<file path="src/rtl/i2c_dis_pkg.sv">
package i2c_dis_pkg;
  localparam int unsigned ST_EN   = 0;
  localparam int unsigned ST_BUSY = 1;
  localparam int unsigned ST_LOST = 2;
  localparam int unsigned ST_USED = 3;

  typedef struct packed {
    logic lost;
    logic busy;
  } abort_t;
endpackage

</file>
<file path="src/rtl/i2c_dis_xfer.sv">
// Tracks a matched write-direction (slave receive) transfer and its data phase.
module i2c_dis_xfer (
  input  logic clk_i,
  input  logic rst_ni,
  input  logic en_i,
  input  logic match_i,
  input  logic rnw_i,
  input  logic data_ph_i,
  input  logic stop_i,
  input  logic idle_i,
  output logic rx_sel_o,
  output logic data_ph_o
);
  logic rx_q, dp_q;

  always_ff @(posedge clk_i or negedge rst_ni) begin
    if (!rst_ni) begin
      rx_q <= 1'b0;
      dp_q <= 1'b0;
    end else if (stop_i || idle_i) begin
      rx_q <= 1'b0;
      dp_q <= 1'b0;
    end else begin
      if (en_i && match_i && !rnw_i) rx_q <= 1'b1;
      if (data_ph_i && rx_q)         dp_q <= 1'b1;
    end
  end

  assign rx_sel_o  = rx_q;
  assign data_ph_o = dp_q;
endmodule

</file>
<file path="src/rtl/i2c_dis_ctrl.sv">
// Enable handshake: enable is immediate, disable waits for a safe bus point.
module i2c_dis_ctrl (
  input  logic clk_i,
  input  logic rst_ni,
  input  logic sw_en_i,
  input  logic addr_act_i,
  input  logic rx_sel_i,
  input  logic stop_i,
  input  logic idle_i,
  input  logic byte_rx_i,
  output logic eff_en_o,
  output logic pend_o,
  output logic busy_now_o,
  output logic nack_o,
  output logic shut_o
);
  logic run_q;

  assign pend_o     = run_q & ~sw_en_i;
  assign busy_now_o = addr_act_i | rx_sel_i;
  assign nack_o     = pend_o & busy_now_o;
  assign shut_o     = pend_o & (stop_i | idle_i | (nack_o & byte_rx_i));
  assign eff_en_o   = sw_en_i | run_q;

  always_ff @(posedge clk_i or negedge rst_ni) begin
    if (!rst_ni)      run_q <= 1'b0;
    else if (sw_en_i) run_q <= 1'b1;
    else if (shut_o)  run_q <= 1'b0;
  end
endmodule

</file>
<file path="src/rtl/i2c_dis_cause.sv">
// Abort-cause latch: gathers busy history during the pending window.
module i2c_dis_cause
  import i2c_dis_pkg::*;
(
  input  logic   clk_i,
  input  logic   rst_ni,
  input  logic   sw_en_i,
  input  logic   pend_i,
  input  logic   shut_i,
  input  logic   busy_now_i,
  input  logic   lost_now_i,
  output abort_t flags_o
);
  logic   hit_q;
  abort_t flags_q;

  always_ff @(posedge clk_i or negedge rst_ni) begin
    if (!rst_ni) begin
      hit_q   <= 1'b0;
      flags_q <= '0;
    end else if (sw_en_i) begin
      hit_q   <= 1'b0;
      flags_q <= '0;
    end else if (pend_i) begin
      hit_q <= hit_q | busy_now_i;
      if (shut_i) begin
        flags_q.busy <= hit_q | busy_now_i;
        flags_q.lost <= lost_now_i;
      end
    end
  end

  assign flags_o = flags_q;
endmodule

</file>
<file path="src/rtl/i2c_slv_dis_track.sv">
module i2c_slv_dis_track
  import i2c_dis_pkg::*;
#(
  parameter int unsigned STAT_W = 32
) (
  input  logic              clk_i,
  input  logic              rst_ni,
  input  logic              sw_en_i,
  input  logic              addr_act_i,
  input  logic              addr_match_i,
  input  logic              match_rnw_i,
  input  logic              data_ph_i,
  input  logic              byte_rx_i,
  input  logic              stop_i,
  input  logic              idle_i,
  output logic              eff_en_o,
  output logic              force_nack_o,
  output logic [STAT_W-1:0] stat_o
);
  localparam int unsigned PAD_W = STAT_W - ST_USED;

  logic   rx_sel, data_ph, pend, busy_now, shut;
  abort_t flags;

  i2c_dis_xfer u_xfer (
    .clk_i     (clk_i),
    .rst_ni    (rst_ni),
    .en_i      (eff_en_o),
    .match_i   (addr_match_i),
    .rnw_i     (match_rnw_i),
    .data_ph_i (data_ph_i),
    .stop_i    (stop_i),
    .idle_i    (idle_i),
    .rx_sel_o  (rx_sel),
    .data_ph_o (data_ph)
  );

  i2c_dis_ctrl u_ctrl (
    .clk_i      (clk_i),
    .rst_ni     (rst_ni),
    .sw_en_i    (sw_en_i),
    .addr_act_i (addr_act_i),
    .rx_sel_i   (rx_sel),
    .stop_i     (stop_i),
    .idle_i     (idle_i),
    .byte_rx_i  (byte_rx_i),
    .eff_en_o   (eff_en_o),
    .pend_o     (pend),
    .busy_now_o (busy_now),
    .nack_o     (force_nack_o),
    .shut_o     (shut)
  );

  i2c_dis_cause u_cause (
    .clk_i      (clk_i),
    .rst_ni     (rst_ni),
    .sw_en_i    (sw_en_i),
    .pend_i     (pend),
    .shut_i     (shut),
    .busy_now_i (busy_now),
    .lost_now_i (rx_sel & data_ph),
    .flags_o    (flags)
  );

  // Flags clear on the edge after re-enable; mask them in that cycle.
  always_comb begin
    stat_o          = '0;
    stat_o[ST_EN]   = eff_en_o;
    stat_o[ST_BUSY] = flags.busy & ~sw_en_i;
    stat_o[ST_LOST] = flags.lost & ~sw_en_i;
  end

  if (PAD_W == 0) begin : g_no_pad
  end else begin : g_pad
  end
endmodule

</file>
<file path="config.mk">
export PLATFORM = sky130hd
export DESIGN_NAME = i2c_slv_dis_track
export DESIGN_NICKNAME = d
export VERILOG_FILES = /design/src/rtl/i2c_dis_pkg.sv /design/src/rtl/i2c_dis_xfer.sv /design/src/rtl/i2c_dis_ctrl.sv /design/src/rtl/i2c_dis_cause.sv /design/src/rtl/i2c_slv_dis_track.sv
export SDC_FILE = /design/constraint.sdc
export NUM_CORES = 1
export LEC_CHECK = 0
export BUFFER_PORTS_ARGS = -buffer_cell sky130_fd_sc_hd__buf_2
export CAP_MARGIN = 10
export CORE_MARGIN = 8
export CORE_UTILIZATION = 37
export DETAILED_ROUTE_END_ITERATION = 8
export PLACE_DENSITY = 0.78
export SYNTH_ARGS = -nofsm -noshare
export SYNTH_HDL_FRONTEND = slang
export SYNTH_SLANG_ARGS = --single-unit
export TNS_END_PERCENT = 50
</file>
<file path="constraint.sdc">
create_clock -name clk_i -period 1.68 [get_ports clk_i]
set_clock_uncertainty 0.1 [all_clocks]
set_input_delay 0.336 -clock clk_i [delete_from_list [all_inputs] [get_ports clk_i]]
set_output_delay 0.336 -clock clk_i [all_outputs]
set_load 0.005 [all_outputs]
</file>
==> flow_summary.toml <==
[die]
die_x_um = 53.6
core_region_area_um2 = 1320
ios = 44
rows = 13
fp.dieH_um = 53.6
initial_core_util = 0.398
die_area_um2 = 2880

[grt]
grt_pass1_vias = 339
antenna_found_initial = 0
grt_usage = 0.0643
grt_pass1_wl_um = 1350
grt_overflow = 0
grt_max_degree = 8

[sta]
hold_viol = 0
min_period_ps = 1490
fin_tns_setup_ps = 0
setup_viol = 0
min_period_over_period = 0.887
rsz0062_at_grt = "no"
drv_slew = 0
fmax_mhz = 671

[worst_setup_path]
cp_slowest_cell = "dfrtp_1"
cp_data_required_time_ps = 1240
cp_cell_sequence = "or2_1 > buf_2"
cp_slowest_stage_delay_ps = 420
start_kind = "register"
cp_max_fo = 4
path_class = "register to output pin"
end_kind = "output pin"
critPathArrivalTime_ps = 1050

[final_layout]
most-common-layout-cells = "29 x conb_1, 14 x buf_2, 6 x dfrtp_1"
syn_to_final_growth_pct = 0.239
postLayoutCoreUtil = 0.399
finalInstanceArea_um2 = 526
stdcell_count = 90
final_common_cell = "conb_1"
drive_gt1_frac = 0.253
nets = 87
n_fill_cell = 146
antenna_cells = 0

[place]
port_buffers = 14
placed_cells = 86
dp_hpwl_um = 867
gp_congestion = 0.773
dpl-instance-area_um2 = 493

[cts]
htree_levels = 1
cts_root_buf = "clkbuf_4"
cts.repair.resized = 0
cts.sinks = 6
numCtsBuffers = 3
path_clk_slew_ps = 40
clkLatencyLatePin_ps = 240
clockBufferDepth = 2
cts_tree = "built"

[drt]
vias = 339
drt_wl_total_um = 951
antenna_left = 0
wl_per_cell_um = 10.6
drt_pass1_iterations = 1
detail_route.iter0.violations = 0
drcViolationCount = 0
route.detailed.vias_per_inst = 3.77

[synth]
ys_types = 16
ys_warn_count = 0
synth-seq-cells = 6
syn_avg_cell_area_um2 = 8.89
yosysSeqAreaShare = 0.286
netlist_area_um2 = 524
synthCells = 59

[power]
vdd_ir_drop_max_mv = 0.227
p_leak_nw = 0.310
cellPowerDensity_nw_per_um2 = 665
report.power.total_uw = 349

[status]
status = "completed"

[hold_path]
holdCritPathClass = "primary input to register"

[flow_run]
drv_cap = 0
-- worst paths after layout --
path	startpoint	end	slack (ps)	cells after the start
max in group asynchronous	rst_ni	u_cause.flags_o[1]$_DFFE_PN0P_	980	2
min in group asynchronous	rst_ni	u_xfer.data_ph_o$_DFFE_PN0P_	360	2
hold / removal	idle_i	u_xfer.rx_sel_o$_DFFE_PN0P_	240	2
setup / recovery	u_ctrl.run_q$_DFFE_PN0P_	eff_en_o	190	2
setup reg to reg	u_xfer.rx_sel_o$_DFFE_PN0P_	u_cause.flags_o[1]$_DFFE_PN0P_	250	3
hold reg to reg	u_cause.hit_q$_DFFE_PN0N_	u_cause.hit_q$_DFFE_PN0N_	420	2
-- kinds of logic after synthesis --
family | after synthesis | synth area share
buf+inv | 34 | 0.458
mux | 2 | 0.0430
other cells | 1 | 0.00715
flops | 6 | 0.286
compound gates | 7 | 0.112
simple gates | 9 | 0.0931
-- routing by layer --
metal | up-vias | GRT usage | share of wire
met2 | 28 | 0.104 | 0.47
met3 | 0 | 0.0331 | 0.19
li1 | 165 | - | -
met4 | 0 | 0.0504 | 0
met5 | - | 0 | 0
met1 | 146 | 0.0613 | 0.34
-- flip-flops by register name, indices dropped and copies added (netlist names) --
name / cells
u_cause.flags_o: 2
u_cause.hit_q: 1
u_ctrl.run_q: 1
u_xfer.data_ph_o: 1
u_xfer.rx_sel_o: 1
-- where the power goes --
part / internal, mW / switching [mW] / total [mW]
Sequential: 0.152 / 0.00485 / 0.157
Clock: 0.0805 / 0.0467 / 0.127
Combinational: 0.0245 / 0.0411 / 0.0656
-- synthesized netlist by cell type (all sizes together) --
cell type	number	share of area
o31ai	1	0.041
mux2	2	0.043
or2	1	0.012
inv	4	0.029
o21a	1	0.014
nor3	3	0.029
o41ai	1	0.017
o21ai	1	0.0095
buf	30	0.43
conb	1	0.0072
dfrtp	6	0.29
and3	1	0.014
a21oi	2	0.019
nor2b	2	0.024
nor2	2	0.014
a31oi	1	0.012
-- stage by stage --
step                hold WS (ps)  setup slack [ps]
floorplan                  -59.6               314
global route                 240               123
detailed placement          69.6               239
global placement            65.5               256
CTS                          230               175
finish                       241               190
-- critical path: cells and delay by family (launching register included) --
kind | cells | cell delay (ps)
flops | 1 | 420
simple gates | 1 | 270
buf+inv | 1 | 130
-- cell type report --
type / instances / area, um2 / area share
repair buffers: 15 / 80.1 / 0.152
inverters: 4 / 15.0 / 0.0286
multi-input cells: 47 / 239 / 0.455
well taps: 15 / 18.8 / 0.0357
flip-flops and latches: 6 / 150 / 0.286
clock buffers: 3 / 22.5 / 0.0429
-- what timing repair did --
item,CTS,global route
endpoints found under the hold margin,6,0
setup buffers,0,0
hold buffers,1,0
No activity file was read; power rests on OpenSTA's default activity.
